`src/rtl/dma2d_pkg.sv`:
```
package dma2d_pkg;
  typedef enum logic {
    ST_IDLE = 1'b0,
    ST_RUN  = 1'b1
  } gen_state_e;

  typedef enum logic [1:0] {
    STEP_HOLD = 2'd0,
    STEP_LOAD = 2'd1,
    STEP_X    = 2'd2,
    STEP_Y    = 2'd3
  } step_e;
endpackage

```
`src/rtl/dma2d_loop_cnt.sv`:
```
module dma2d_loop_cnt #(
  parameter int CNT_W = 16
) (
  input  logic             clk_i,
  input  logic             rst_ni,
  input  logic             clr_i,
  input  logic             load_i,
  input  logic [CNT_W-1:0] load_val_i,
  input  logic             dec_i,
  output logic [CNT_W-1:0] cnt_o,
  output logic             last_o
);
  localparam logic [CNT_W-1:0] ONE = CNT_W'(1);

  logic [CNT_W-1:0] cnt_q;
  logic [CNT_W-1:0] eff_val;

  // zero count is promoted to a single element
  assign eff_val = (load_val_i == '0) ? ONE : load_val_i;

  always_ff @(posedge clk_i or negedge rst_ni) begin
    if (!rst_ni)     cnt_q <= '0;
    else if (clr_i)  cnt_q <= '0;
    else if (load_i) cnt_q <= eff_val;
    else if (dec_i)  cnt_q <= cnt_q - ONE;
  end

  assign cnt_o  = cnt_q;
  assign last_o = (cnt_q == ONE);
endmodule

```
`src/rtl/dma2d_addr_step.sv`:
```
module dma2d_addr_step
  import dma2d_pkg::*;
#(
  parameter int ADDR_W = 32,
  parameter int MOD_W  = 16
) (
  input  logic              clk_i,
  input  logic              rst_ni,
  input  step_e             step_i,
  input  logic [ADDR_W-1:0] load_addr_i,
  input  logic [MOD_W-1:0]  mod_i,
  output logic [ADDR_W-1:0] addr_o
);
  localparam int EXT_W = ADDR_W - MOD_W;

  logic [ADDR_W-1:0] addr_q;
  logic [ADDR_W-1:0] mod_ext;

  generate
    if (EXT_W > 0) begin : g_ext
      assign mod_ext = {{EXT_W{mod_i[MOD_W-1]}}, mod_i};
    end else begin : g_trunc
      assign mod_ext = mod_i[ADDR_W-1:0];
    end
  endgenerate

  always_ff @(posedge clk_i or negedge rst_ni) begin
    if (!rst_ni) begin
      addr_q <= '0;
    end else begin
      unique case (step_i)
        STEP_LOAD:      addr_q <= load_addr_i;
        STEP_X, STEP_Y: addr_q <= addr_q + mod_ext;
        default:        addr_q <= addr_q;
      endcase
    end
  end

  assign addr_o = addr_q;
endmodule

```
`src/rtl/dma2d_seq_ctrl.sv`:
```
module dma2d_seq_ctrl
  import dma2d_pkg::*;
#(
  parameter int CNT_W = 16,
  parameter int MOD_W = 16
) (
  input  logic             clk_i,
  input  logic             rst_ni,
  input  logic             start_i,
  input  logic             flat_i,
  input  logic [CNT_W-1:0] x_cnt_i,
  input  logic [MOD_W-1:0] x_mod_i,
  input  logic [CNT_W-1:0] y_cnt_i,
  input  logic [MOD_W-1:0] y_mod_i,
  input  logic             ready_i,
  input  logic             x_last_i,
  input  logic             y_last_i,
  output logic             valid_o,
  output logic             busy_o,
  output logic             done_o,
  output step_e            step_o,
  output logic [MOD_W-1:0] step_mod_o,
  output logic             cnt_clr_o,
  output logic             x_load_o,
  output logic [CNT_W-1:0] x_load_val_o,
  output logic             x_dec_o,
  output logic             y_load_o,
  output logic [CNT_W-1:0] y_load_val_o,
  output logic             y_dec_o
);
  gen_state_e       state_q, state_d;
  logic [CNT_W-1:0] x_len_q;
  logic [MOD_W-1:0] x_mod_q, y_mod_q;
  logic             done_q;

  logic start_ok, beat, row_end, final_beat;

  assign start_ok   = start_i && (state_q == ST_IDLE);
  assign beat       = (state_q == ST_RUN) && ready_i;
  assign row_end    = beat && x_last_i && !y_last_i;
  assign final_beat = beat && x_last_i && y_last_i;

  always_comb begin
    state_d = state_q;
    if (start_ok)   state_d = ST_RUN;
    if (final_beat) state_d = ST_IDLE;
  end

  always_comb begin
    step_o = STEP_HOLD;
    if (start_ok)                 step_o = STEP_LOAD;
    else if (beat && !x_last_i)   step_o = STEP_X;
    else if (row_end)             step_o = STEP_Y;
  end

  assign step_mod_o   = (step_o == STEP_Y) ? y_mod_q : x_mod_q;
  assign cnt_clr_o    = final_beat;
  assign x_load_o     = start_ok || row_end;
  assign x_load_val_o = start_ok ? x_cnt_i : x_len_q;
  assign x_dec_o      = beat && !x_last_i;
  assign y_load_o     = start_ok;
  assign y_load_val_o = flat_i ? CNT_W'(1) : y_cnt_i;
  assign y_dec_o      = row_end;

  always_ff @(posedge clk_i or negedge rst_ni) begin
    if (!rst_ni) begin
      state_q <= ST_IDLE;
      x_len_q <= '0;
      x_mod_q <= '0;
      y_mod_q <= '0;
      done_q  <= 1'b0;
    end else begin
      state_q <= state_d;
      done_q  <= final_beat;
      if (start_ok) begin
        x_len_q <= x_cnt_i;
        x_mod_q <= x_mod_i;
        y_mod_q <= y_mod_i;
      end
    end
  end

  assign valid_o = (state_q == ST_RUN);
  assign busy_o  = (state_q == ST_RUN);
  assign done_o  = done_q;
endmodule

```
`src/rtl/dma2d_addr_gen.sv`:
```
module dma2d_addr_gen
  import dma2d_pkg::*;
#(
  parameter int ADDR_W = 32,
  parameter int CNT_W  = 16,
  parameter int MOD_W  = 16
) (
  input  logic              clk_i,
  input  logic              rst_ni,
  input  logic              start_i,
  input  logic              flat_i,
  input  logic [ADDR_W-1:0] start_addr_i,
  input  logic [CNT_W-1:0]  x_cnt_i,
  input  logic [MOD_W-1:0]  x_mod_i,
  input  logic [CNT_W-1:0]  y_cnt_i,
  input  logic [MOD_W-1:0]  y_mod_i,
  output logic              valid_o,
  input  logic              ready_i,
  output logic [ADDR_W-1:0] addr_o,
  output logic [CNT_W-1:0]  cur_x_o,
  output logic [CNT_W-1:0]  cur_y_o,
  output logic              busy_o,
  output logic              done_o
);
  localparam int N_LOOPS = 2;

  step_e            step;
  logic [MOD_W-1:0] step_mod;
  logic             cnt_clr;
  logic             ld   [N_LOOPS];
  logic [CNT_W-1:0] ldv  [N_LOOPS];
  logic             dec  [N_LOOPS];
  logic [CNT_W-1:0] cnt  [N_LOOPS];
  logic             last [N_LOOPS];

  dma2d_seq_ctrl #(.CNT_W(CNT_W), .MOD_W(MOD_W)) u_ctrl (
    .clk_i        (clk_i),
    .rst_ni       (rst_ni),
    .start_i      (start_i),
    .flat_i       (flat_i),
    .x_cnt_i      (x_cnt_i),
    .x_mod_i      (x_mod_i),
    .y_cnt_i      (y_cnt_i),
    .y_mod_i      (y_mod_i),
    .ready_i      (ready_i),
    .x_last_i     (last[0]),
    .y_last_i     (last[1]),
    .valid_o      (valid_o),
    .busy_o       (busy_o),
    .done_o       (done_o),
    .step_o       (step),
    .step_mod_o   (step_mod),
    .cnt_clr_o    (cnt_clr),
    .x_load_o     (ld[0]),
    .x_load_val_o (ldv[0]),
    .x_dec_o      (dec[0]),
    .y_load_o     (ld[1]),
    .y_load_val_o (ldv[1]),
    .y_dec_o      (dec[1])
  );

  // index 0: element loop, index 1: row loop
  generate
    for (genvar i = 0; i < N_LOOPS; i++) begin : g_loop
      dma2d_loop_cnt #(.CNT_W(CNT_W)) u_cnt (
        .clk_i      (clk_i),
        .rst_ni     (rst_ni),
        .clr_i      (cnt_clr),
        .load_i     (ld[i]),
        .load_val_i (ldv[i]),
        .dec_i      (dec[i]),
        .cnt_o      (cnt[i]),
        .last_o     (last[i])
      );
    end
  endgenerate

  dma2d_addr_step #(.ADDR_W(ADDR_W), .MOD_W(MOD_W)) u_addr (
    .clk_i       (clk_i),
    .rst_ni      (rst_ni),
    .step_i      (step),
    .load_addr_i (start_addr_i),
    .mod_i       (step_mod),
    .addr_o      (addr_o)
  );

  assign cur_x_o = cnt[0];
  assign cur_y_o = cnt[1];
endmodule

```
`config.mk`:
```
export PLATFORM = sky130hd
export DESIGN_NAME = dma2d_addr_gen
export DESIGN_NICKNAME = d
export VERILOG_FILES = /design/src/rtl/dma2d_pkg.sv /design/src/rtl/dma2d_loop_cnt.sv /design/src/rtl/dma2d_addr_step.sv /design/src/rtl/dma2d_seq_ctrl.sv /design/src/rtl/dma2d_addr_gen.sv
export SDC_FILE = /design/constraint.sdc
export NUM_CORES = 1
export LEC_CHECK = 0
export CAP_MARGIN = 20
export CELL_PAD_IN_SITES_DETAIL_PLACEMENT = 0
export CELL_PAD_IN_SITES_GLOBAL_PLACEMENT = 1
export CORE_MARGIN = 3
export CORE_UTILIZATION = 30
export DETAILED_ROUTE_END_ITERATION = 10
export PLACE_DENSITY_LB_ADDON = 0.1
export SYNTH_ARGS = -nofsm -noshare
export SYNTH_HDL_FRONTEND = slang
export SYNTH_SLANG_ARGS = --single-unit
```
`constraint.sdc`:
```
create_clock -name clk_i -period 5.2 [get_ports clk_i]
set_input_delay 1.56 -clock clk_i [delete_from_list [all_inputs] [get_ports clk_i]]
set_output_delay 1.56 -clock clk_i [all_outputs]
set_load 0.01 [all_outputs]
```
==> metrics.md, run 1 <==
| Metric | Value |
|---|---|
| Status | complete, no violations |
| Crit. End Element | flip-flop |
| #FFs+latches synth | 114 |
| Sequential area share after synthesis | 38.8% |
| Drt first-iter violations | 360 |
| Fraction of layout cells with a size suffix above 1 | 10.5% |
| Area growth from synthesis to layout | 42.0% |
| Leading area contributor after synthesis | dfrtp_1 |
| Final cycle utilization of the critical path | 93.8% |
| Ys flop type | dfrtp_1 |
| NumNets Final | 1,288 |
| Pleak | 4.80 nW |
| Die Y | 163 um |
| Multi-input logic area | 4250 um^2 |
| Routed wire length | 24,800 um |
| Vias in the first global route | 7,291 |
| First-pass GRT wire length | 40,000 um |
| I/O Pins | 168 |
| Clock Latency Late Sink | 0.42 ns |
| Asr flop ratio synth | 100% |
| Mapped Area | 7360 um^2 |
| Die area | 26,500 um^2 |
| Antenna violations before repair | 2 |
| Top cells by area, synth | dfrtp_1 (39%), nand2_1 (13%), ha_1 (6.3%) |
| Final instance area | 10,400 um^2 |
| Crit path launch type | input pin |
| Reg clk slew, reported paths | 0.06 ns |
| Peak VDD IR | 0.242 mV |
| Minimum clock period | 4.88 ns |
| Net count after synthesis | 1,072 |
| Total congestion overflow | 0 |
| Clock buffer count from CTS | 17 |
| Pin count of the biggest net entering global routing | 74 |
| Data arrival, critical path | 5.17 ns |
| Cell row count | 56 |
| Top-area cell type share of the netlist area | 38.8% |
| Max Clock Skew | 0.0133 ns |
| Endpoints failing setup | 0 |
| Most common cell in the netlist | nand2_1 |
| Detailed Routing Iterations Pass 1 | 5 |
| Clock sinks | 114 |
| CP required | 5.49 ns |
| Die Width | 163 um |
| Drt drc | 0 |
| Initial core utilization | 30.9% |
| Worst Hold Class | reg -> reg |
| Placed Area | 9820 um^2 |
| Vias | 7,344 |
| Max transition margin | 37.2% |
| Drt via density | 4.96 |
| EDFF count, synth | 0 |
| Post-CTS Setup Repair Bufs | 0 |
| Critical Path Fanout Max | 8 |
| Placed insts | 1,448 |
| Final ANT Viol Nets | 0 |
| Final HPWL DP | 18,700 um |
| Fmax | 205 MHz |
| GPL Wtd Cong | 0.901 |
| Max-cap violations | 0 |
| H-tree levels | 4 |
| Distinct cells, synth | 67 |
| CTS tree | done |
| P per Cell Area | 604 nW/um^2 |
| Synth Area per Inst | 7.89 um^2 |
| Worst-margin pin slew | 0.943 ns |
| Unrepaired setup endpoints after global routing | false |
| Post-Layout Cell Count | 1,482 |
| Core area | 23,800 um^2 |
| Ys Warns | 0 |
| Slew Viols, Final | 0 |
| Final Hold Viols | 0 |
| Top cells by count, synth | nand2_1 (257), dfrtp_1 (114), nor2_1 (71) |
| Register area | 2850 um^2 |
| Fillers | 2,457 |
| Port Buf Inserts | 167 |
| CP Class | in -> reg |
| Post_cts resized | 0 |
| DR WL/cell | 16.7 um |
| CTS Hold Bufs | 0 |
| GRT Util Overall | 19.0% |
| Mapped Cells | 933 |
| Deepest clock path buffer count | 2 |
| CTS root buf | clkbuf_16 |
state kept, by name, summed over array words and instances (netlist names):
name	count
u_ctrl.x_mod_q	16
u_ctrl.x_len_q	16
u_ctrl.busy_o	1
u_ctrl.y_mod_q	16
u_ctrl.done_o	1
u_addr.addr_o	32
g_loop.u_cnt.cnt_o	32
worst max-delay path: stages:
cell             delay, ns
clkdlybuf4s50_1       0.51
and2_1                0.17
and4_4                0.22
nand2b_2              0.11
mux2i_2               0.25
inv_1                 0.22
ha_1                  0.35
a211oi_1              0.34
o21a_1                0.21
o31a_1                0.16
o22ai_1               0.08
or3b_1                0.36
a21o_1                0.20
a21oi_1               0.17
nor4b_2               0.21
nor3_1                0.07
path summary, 6_finish.rpt:
check,end,start,slack [ns],cells past startpoint
worst max-delay path,u_addr.addr_o[30],ready_i,0.32,16
worst min-delay path,u_ctrl.y_mod_q[3],u_ctrl.y_mod_q[3],0.47,2
worst max register to register,u_addr.addr_o[30],g_loop[1].u_cnt.cnt_o[13],0.70,16
worst min register to register,u_ctrl.y_mod_q[3],u_ctrl.y_mod_q[3],0.47,2
max in group asynchronous,u_ctrl.x_mod_q[5],rst_ni,3.11,2
min in group asynchronous,u_addr.addr_o[23],rst_ni,1.29,1
metal layers:
layer  global-route usage [%]  wire, um
met2                     29.8     11300
met3                     4.15      1250
met5                        0        22
met1                     26.9     11900
met4                     4.73       268
cell usage in the layout (no fill, tap or decap), drive strengths merged, types with 5 or more instances in the layout:
cell type | netlist | layout
and3 | 12 | 12
xor2 | 13 | 13
and2 | 6 | 6
clkbuf | 30 | 22
nand2 | 257 | 257
nor2 | 72 | 72
nand3b | 8 | 8
a21o | 13 | 13
nand2b | 5 | 5
nand3 | 18 | 18
o21ai | 73 | 73
dfrtp | 114 | 114
clkdlybuf4s50 | 0 | 166
nor3 | 26 | 26
nand4 | 7 | 7
nor4 | 13 | 13
inv | 26 | 27
a21oi | 59 | 59
a31oi | 27 | 27
o21a | 5 | 5
xnor2 | 15 | 15
a22oi | 5 | 5
ha | 37 | 37
buf | 13 | 74
mux2i | 18 | 18
clkinv | 0 | 6
or3 | 5 | 5
nor2b | 6 | 6
per-stage QoR:
step / worst slack [ns] / setup TNS [ns] / utilization (%) / total power, mW / hold WS, ns
global placement: -0.0537 / -0.0584 / 41.2 / 5.12 / 0.464
floorplan: 0.468 / 0 / - / 3.56 / 0.441
finish: 0.320 / 0 / 43.9 / 6.31 / 0.473
detailed placement: -0.130 / -0.207 / 41.2 / 5.12 / 0.463
CTS: 0.306 / 0 / 43.8 / 6.37 / 0.477
global route: 0.000976 / 0 / 43.8 / 6.85 / 0.504
where the power goes:
part / total (mW) / switching (mW) / internal [mW]
clock: 1.21 / 0.449 / 0.761
combinational: 3.55 / 1.76 / 1.79
sequential: 1.55 / 0.344 / 1.21
total: 6.31 / 2.55 / 3.76
cell type report:
cell class,count,share of cell area [%]
Timing Repair Buffer,240,21.5
Inverter,26,0.934
Tap cell,319,3.82
Multi-Input combinational cell,750,40.6
Antenna cell,1,0.0239
Sequential cell,114,27.3
Clock inverter,10,1.20
Clock buffer,22,4.63
cells by family after synthesis:
group / synth area share, %
and+or+nand+nor: 27.6
buffers and inverters: 3.88
xor gates and xnor gates: 3.33
muxes: 2.50
adders and majority gates: 6.56
AOI/OAI and AO/OA: 17.4
DFF: 38.8
Note: power is estimated with default switching activity, not from simulation.
==> run 2: changes to the inputs <==
--- a/config.mk
+++ b/config.mk
@@ -10,7 +10,10 @@
 export CELL_PAD_IN_SITES_GLOBAL_PLACEMENT = 1
 export CORE_MARGIN = 3
 export CORE_UTILIZATION = 30
+export CTS_BUF_LIST = sky130_fd_sc_hd__clkbuf_4
+export CTS_CLUSTER_SIZE = 40
 export DETAILED_ROUTE_END_ITERATION = 10
+export DONT_BUFFER_PORTS = 1
 export PLACE_DENSITY_LB_ADDON = 0.1
 export SYNTH_ARGS = -nofsm -noshare
 export SYNTH_HDL_FRONTEND = slang
==> metrics.md, run 2 (same netlist as run 1, synthesis figures left out) <==
| Metric | Value |
|---|---|
| Fillers | 2,651 (+7.9%) |
| Post-CTS Setup Repair Bufs | 0 (unchanged) |
| Core area | 23,800 um^2 (unchanged) |
| CTS Hold Bufs | 0 (unchanged) |
| CP Cell Sequence | or4_4 -> nor3_4 -> nand3_2 -> nor3_4 -> buf_4 -> nand2_1 -> nand2_1 -> inv_1 -> fa_1 -> nor2b_1 -> o31ai_1 -> a21oi_1 -> nor3_1 -> o21ai_0 -> nor4_1 -> nor3_1 -> xnor2_1 -> a21oi_1 |
| Flop-to-flop setup slack | 0.53 ns (-0.17 ns) |
| Clock Latency Late Sink | 0.55 ns (+0.13 ns) |
| Final cycle utilization of the critical path | 89.8% (-4.0 points) |
| Fmax | 214 MHz (+4.5%) |
| Minimum clock period | 4.67 ns (-0.209 ns) |
| Hold EP | u_ctrl.x_mod_q[13] |
| Vias | 6,611 (-10%) |
| Final HPWL DP | 18,200 um (-2.7%) |
| Drt via density | 5.22 (+5.4%) |
| P per Cell Area | 627 nW/um^2 (+3.8%) |
| Peak VDD IR | 0.184 mV (-24%) |
| Core Util, Final | 34.0% (-9.9 points) |
| WP buf/inv | 2 (unchanged) |
| H-tree levels | 4 (unchanged) |
| Pwr Total | 5.08 mW (-20%) |
| NumNets Final | 1,071 (-17%) |
| Drt drc | 0 (unchanged) |
| First-pass GRT wire length | 38,400 um (-4.0%) |
| GPL Wtd Cong | 0.801 (-11%) |
| Detailed Routing Iterations Pass 1 | 4 (-1) |
| Endpoints failing setup | 0 (unchanged) |
| Initial core utilization | 30.9% (unchanged) |
| Deepest clock path buffer count | 2 (unchanged) |
| Delay-heaviest family, CP | simple AND/OR/NAND/NOR gates |
| Data arrival, critical path | 5.11 ns (-0.06 ns) |
| Final ANT Viol Nets | 0 (unchanged) |
| I/O Pins | 168 (unchanged) |
| Critical Path Fanout Max | 7 (-1) |
| Clock sinks | 114 (unchanged) |
| CTS tree | done |
| Vias in the first global route | 6,756 (-7.3%) |
| Origin of the critical flop-to-flop path | g_loop[0].u_cnt.cnt_o[8] |
| Slowest stage cell, crit path | or4_4 |
| CP peak stage delay | 0.60 ns (+0.09 ns) |
| Comb pwr share | 51.4% (-4.9 points) |
| Most frequent cells in the layout | nand2_1 (257), dfrtp_1 (114), nor2_1 (71), o21ai_0 (64), a21oi_1 (59) |
| Sequential share of power | 33.2% (+8.6 points) |
| CP required | 5.64 ns (+0.15 ns) |
| Final Hold Viols | 0 (unchanged) |
| CTS root buf | clkbuf_4 |
| Routed wire length | 24,400 um (-1.4%) |
| Crit path launch type | flip-flop |
| Status | complete, no violations |
| Pin count of the biggest net entering global routing | 115 (+55%) |
| Worst r2r dst | u_addr.addr_o[24] |
| Max transition margin | 43.6% (+6.4 points) |
| Port Buf Inserts | 0 (-100%) |
| Slew Viols, Final | 0 (unchanged) |
| Die area | 26,500 um^2 (unchanged) |
| CP Class | reg -> reg |
| Die Width | 163 um (unchanged) |
| Worst Hold Class | reg -> reg |
| Switching pwr | 2.38 mW (-6.7%) |
| GRT Util Overall | 18.6% (-0.47 points) |
| Launch point of the worst hold path | u_ctrl.x_mod_q[13] |
| Max Clock Skew | 0.0232 ns (+0.00987 ns) |
| Die Y | 163 um (unchanged) |
| Reg clk slew, reported paths | 0.13 ns (+0.07 ns) |
| Max-cap violations | 0 (unchanged) |
| Worst-margin pin slew | 0.844 ns (-0.0987 ns) |
| Antenna violations before repair | 3 (+1) |
| Pleak | 3.77 nW (-21%) |
| Worst R2R Path Depth | 18 (+2) |
| Clock buffer count from CTS | 17 (unchanged) |
| Unrepaired setup endpoints after global routing | false |
| Fraction of layout cells with a size suffix above 1 | 7.51% (-3.0 points) |
| DR WL/cell | 19.3 um (+15%) |
| Drt first-iter violations | 383 (+6.4%) |
| Clk pwr share | 15.4% (-3.8 points) |
| Total congestion overflow | 0 (unchanged) |
| Crit. End Element | flip-flop |
| Hold Path Depth | 2 (unchanged) |
| Post_cts resized | 0 (unchanged) |
| Sw frac | 46.9% (+6.5 points) |
| Area growth from synthesis to layout | 10.0% |
| Total Neg Setup Slack | 0 ns (unchanged) |
| P_int | 2.70 mW (-28%) |
| Cell row count | 56 (unchanged) |
| Most common cell after layout, fill and taps aside | nand2_1 |
==> run 2: cell count changes in the layout (fill, tap and decap cells not counted), sizes merged, moves of 2 or more <==
cell and change:
clkbuf -4, bufinv +2, clkinvlp +3, clkdlybuf4s50 -166, buf -51
==> run 2: layout make-up <==
class                      instances  area (um^2)  share of cell area [%]
clock inverter                    14          188                    2.32
timing repair buffer              23          176                    2.18
multi-input combinational        750         4250                    52.4
inverter                          26         97.6                    1.21
antenna                            2         5.00                  0.0618
sequential                       114         2850                    35.2
tap                              319          399                    4.93
clock buffer                      18          135                    1.67
==> run 2: worst max path at each step <==
stage                                   startpoint           endpoint  slack, ns  cells past startpoint
final                     g_loop[0].u_cnt.cnt_o[8]  u_addr.addr_o[24]       0.53                     18
after global routing      g_loop[0].u_cnt.cnt_o[6]  u_addr.addr_o[24]        0.1                     18
after detailed placement                   ready_i  u_addr.addr_o[30]       0.17                     15
after CTS                 g_loop[0].u_cnt.cnt_o[6]  u_addr.addr_o[24]       0.49                     18
after global placement                     ready_i  u_addr.addr_o[30]       0.22                     15
after floorplan                            ready_i  u_addr.addr_o[30]       0.47                     19
==> run 2: power by group through the flow <==
stage	clock (mW)	combinational [mW]	sequential, mW
2_1_floorplan	0	2.00	1.56
3_3_place_gp	0	2.64	1.72
3_5_place_dp	0	2.62	1.72
4_1_cts	0.814	2.63	1.70
5_1_grt	0.850	2.98	1.74
6_report	0.783	2.61	1.68
==> run 2: metrics by stage <==
| stage | cell area, um^2 | setup WS (ns) | instances | hold WS [ns] |
|---|---|---|---|---|
| final | 8100 | 0.529 | 1266 | 0.483 |
| after global routing | 8100 | 0.0963 | 1265 | 0.508 |
| after CTS | 8090 | 0.489 | 1264 | 0.490 |
| after detailed placement | 7770 | 0.169 | 1232 | 0.462 |
| after global placement | 7760 | 0.215 | 1231 | 0.461 |
| after floorplan | 7360 | 0.468 | 933 | 0.441 |
==> run 2: worst min-delay path, delay by kind of cell, from the launching register on <==
family           cells  cell delay [ns]
DFF                  1             0.35
and+or+nand+nor      2             0.10
==> run 2: layer usage <==
| layer | wire [um] | vias to the layer above | share of wire (%) | GRT usage (%) |
|---|---|---|---|---|
| li1 | - | 3249 | - | - |
| met1 | 11000 | 3150 | 45 | 24.4 |
| met2 | 11400 | 178 | 47 | 30.0 |
| met3 | 1690 | 30 | 6.9 | 5.54 |
| met4 | 308 | 4 | 1.3 | 4.84 |
| met5 | 27 | - | 0.11 | 0 |
==> run 3: changes to the inputs <==
--- a/config.mk
+++ b/config.mk
@@ -14,7 +14,7 @@
 export CTS_CLUSTER_SIZE = 40
 export DETAILED_ROUTE_END_ITERATION = 10
 export DONT_BUFFER_PORTS = 1
-export PLACE_DENSITY_LB_ADDON = 0.1
+export PLACE_DENSITY = 0.55
 export SYNTH_ARGS = -nofsm -noshare
 export SYNTH_HDL_FRONTEND = slang
 export SYNTH_SLANG_ARGS = --single-unit
==> metrics.md, run 3 (same netlist as run 1, synthesis figures left out) <==
| Metric | Value |
|---|---|
| Post_cts resized | 0 (unchanged) |
| Final Hold Viols | 0 (unchanged) |
| Max-cap violations | 0 (unchanged) |
| Worst R2R Path Depth | 16 (-2) |
| Routed wire length | 24,100 um (-1.3%) |
| Origin of the critical flop-to-flop path | g_loop[0].u_cnt.cnt_o[8] |
| Deepest clock path buffer count | 2 (unchanged) |
| Minimum clock period | 4.64 ns (-0.0285 ns) |
| Endpoints failing setup | 0 (unchanged) |
| Metal3 WL | 1460 um (-14%) |
| NumNets Final | 1,067 (-0.37%) |
| Critical Path Fanout Max | 16 (+9) |
| First-pass GRT wire length | 38,000 um (-1.1%) |
| Core area | 23,800 um^2 (unchanged) |
| P per Cell Area | 618 nW/um^2 (-1.5%) |
| Max transition margin | 40.8% (-2.8 points) |
| Pin count of the biggest net entering global routing | 115 (unchanged) |
| Vias in the first global route | 6,648 (-1.6%) |
| Fmax | 215 MHz (+0.61%) |
| Final cycle utilization of the critical path | 89.3% (-0.55 points) |
| Vias | 6,608 (-0.045%) |
| Clock buffer count from CTS | 17 (unchanged) |
| Die Y | 163 um (unchanged) |
| H-tree levels | 4 (unchanged) |
| Most frequent cells in the layout | nand2_1 (257), dfrtp_1 (114), nor2_1 (71), o21ai_0 (64), a21oi_1 (59) |
| Port Buf Inserts | 0 (unchanged) |
| Post-Layout Cell Count | 1,261 (-0.39%) |
| Pleak | 3.74 nW (-0.80%) |
| Final worst slack | 0.558 ns (+0.0285 ns) |
| Drt first-iter violations | 267 (-30%) |
| Status | complete, no violations |
| GPL Wtd Cong | 0.798 (-0.39%) |
| CTS root buf | clkbuf_4 |
| DR top layer | met5 |
| Crit. Startpoint | g_loop[0].u_cnt.cnt_o[8] |
| Die Width | 163 um (unchanged) |
| Unrepaired setup endpoints after global routing | false |
| Final HPWL DP | 17,900 um (-1.2%) |
| Total congestion overflow | 0 (unchanged) |
| Final ANT Viol Nets | 0 (unchanged) |
| GRT Util Overall | 18.4% (-0.18 points) |
| Wire length on met2 | 11,100 um (-3.1%) |
| Slew Viols, Final | 0 (unchanged) |
| Data arrival, critical path | 5.06 ns (-0.05 ns) |
| Reg clk slew, reported paths | 0.13 ns (about the same) |
| Drt via density | 5.24 (+0.35%) |
| CP required | 5.61 ns (-0.03 ns) |
| Worst Hold Class | reg -> reg |
| DR WL/cell | 19.1 um (-0.92%) |
| Crit. End Element | flip-flop |
| Max Clock Skew | 0.0313 ns (+0.00811 ns) |
| CTS tree | done |
| Metal-1 WL | 11,200 um (+1.9%) |
| Worst r2r dst | u_addr.addr_o[30] |
| CP endpoint | u_addr.addr_o[30] |
| Clock Latency Late Sink | 0.53 ns (-0.02 ns) |
| Most common cell after layout, fill and taps aside | nand2_1 |
| Drt drc | 0 (unchanged) |
| Detailed Routing Iterations Pass 1 | 5 (+1) |
| Die area | 26,500 um^2 (unchanged) |
| Area growth from synthesis to layout | 9.43% |
| Crit path launch type | flip-flop |
| Launch point of the worst hold path | u_ctrl.y_mod_q[12] |
| Cell row count | 56 (unchanged) |
| Fraction of layout cells with a size suffix above 1 | 6.80% (-0.71 points) |
| Total Neg Setup Slack | 0 ns (unchanged) |
| I/O Pins | 168 (unchanged) |
| Clock sinks | 114 (unchanged) |
| Placed insts | 1,228 (-0.32%) |
| Pre-CTS setup slack | 0.147 ns (-0.0217 ns) |
| Worst-margin pin slew | 0.886 ns (+0.0422 ns) |
| Flop-to-flop setup slack | 0.56 ns (+0.03 ns) |
| Antenna violations before repair | 2 (-1) |
| Fillers | 2,624 (-1.0%) |
| Worst hold slack | 0.485 ns (+0.00143 ns) |
| CP Class | reg -> reg |
| Peak VDD IR | 0.152 mV (-17%) |
| Post-CTS Setup Repair Bufs | 0 (unchanged) |
| Initial core utilization | 30.9% (unchanged) |
| CTS Hold Bufs | 0 (unchanged) |
## run 3: power breakdown
part | internal [mW] | switching (mW) | leakage (nW) | total [mW]
Clock | 0.328 | 0.386 | 0.143 | 0.714
Combinational | 1.10 | 1.48 | 2.19 | 2.57
Sequential | 1.20 | 0.486 | 1.41 | 1.69
## run 3: area by class of cell
class                           instances  area [um^2]  share of cell area, %
Multi-Input combinational cell        750         4250                   52.8
Sequential cell                       114         2850                   35.4
Tap cell                              319          399                   4.95
Clock inverter                         15          166                   2.07
Timing Repair Buffer                   19          159                   1.97
Clock buffer                           17          128                   1.58
Inverter                               26         97.6                   1.21
Antenna cell                            1         2.50                 0.0311
## run 3: how the worst min path moves through the flow
stage                    endpoint  cells past startpoint  slack, ns
2_1_floorplan   u_ctrl.x_len_q[0]                      2       0.44
3_3_place_gp   u_ctrl.y_mod_q[10]                      2       0.46
3_5_place_dp    u_ctrl.x_mod_q[4]                      2       0.46
4_1_cts        u_ctrl.y_mod_q[12]                      2       0.49
5_1_grt         u_ctrl.y_mod_q[1]                      2       0.51
6_report       u_ctrl.y_mod_q[12]                      2       0.48
## run 3: metrics by stage
stage	total power, mW	area (um^2)	utilization (%)
6_report	4.98	8060	33.8
5_1_grt	5.47	8060	33.8
4_1_cts	5.04	8050	33.8
3_5_place_dp	4.30	7760	32.6
3_3_place_gp	4.32	7750	32.5
2_1_floorplan	3.56	7360	-
## run 3: critical path: stages, from the launching register on
cell and delay [ns]:
dfrtp_1 0.47, or4_4 0.60, nor3_4 0.22, and4_4 0.31, nand2b_2 0.10, mux2i_2 0.17
inv_1 0.45, ha_1 0.41, a211oi_1 0.31, o21a_1 0.18, o31a_1 0.16, o22ai_1 0.08
or3b_1 0.35, a21o_1 0.20, a21oi_1 0.18, nor4b_2 0.22, nor3_1 0.08
## run 3: layer usage
metal | vias up | global-route usage (%)
met5 | - | 0
met4 | 2 | 5.19
met3 | 23 | 4.83
met2 | 161 | 29.3
met1 | 3170 | 24.8
li1 | 3252 | -
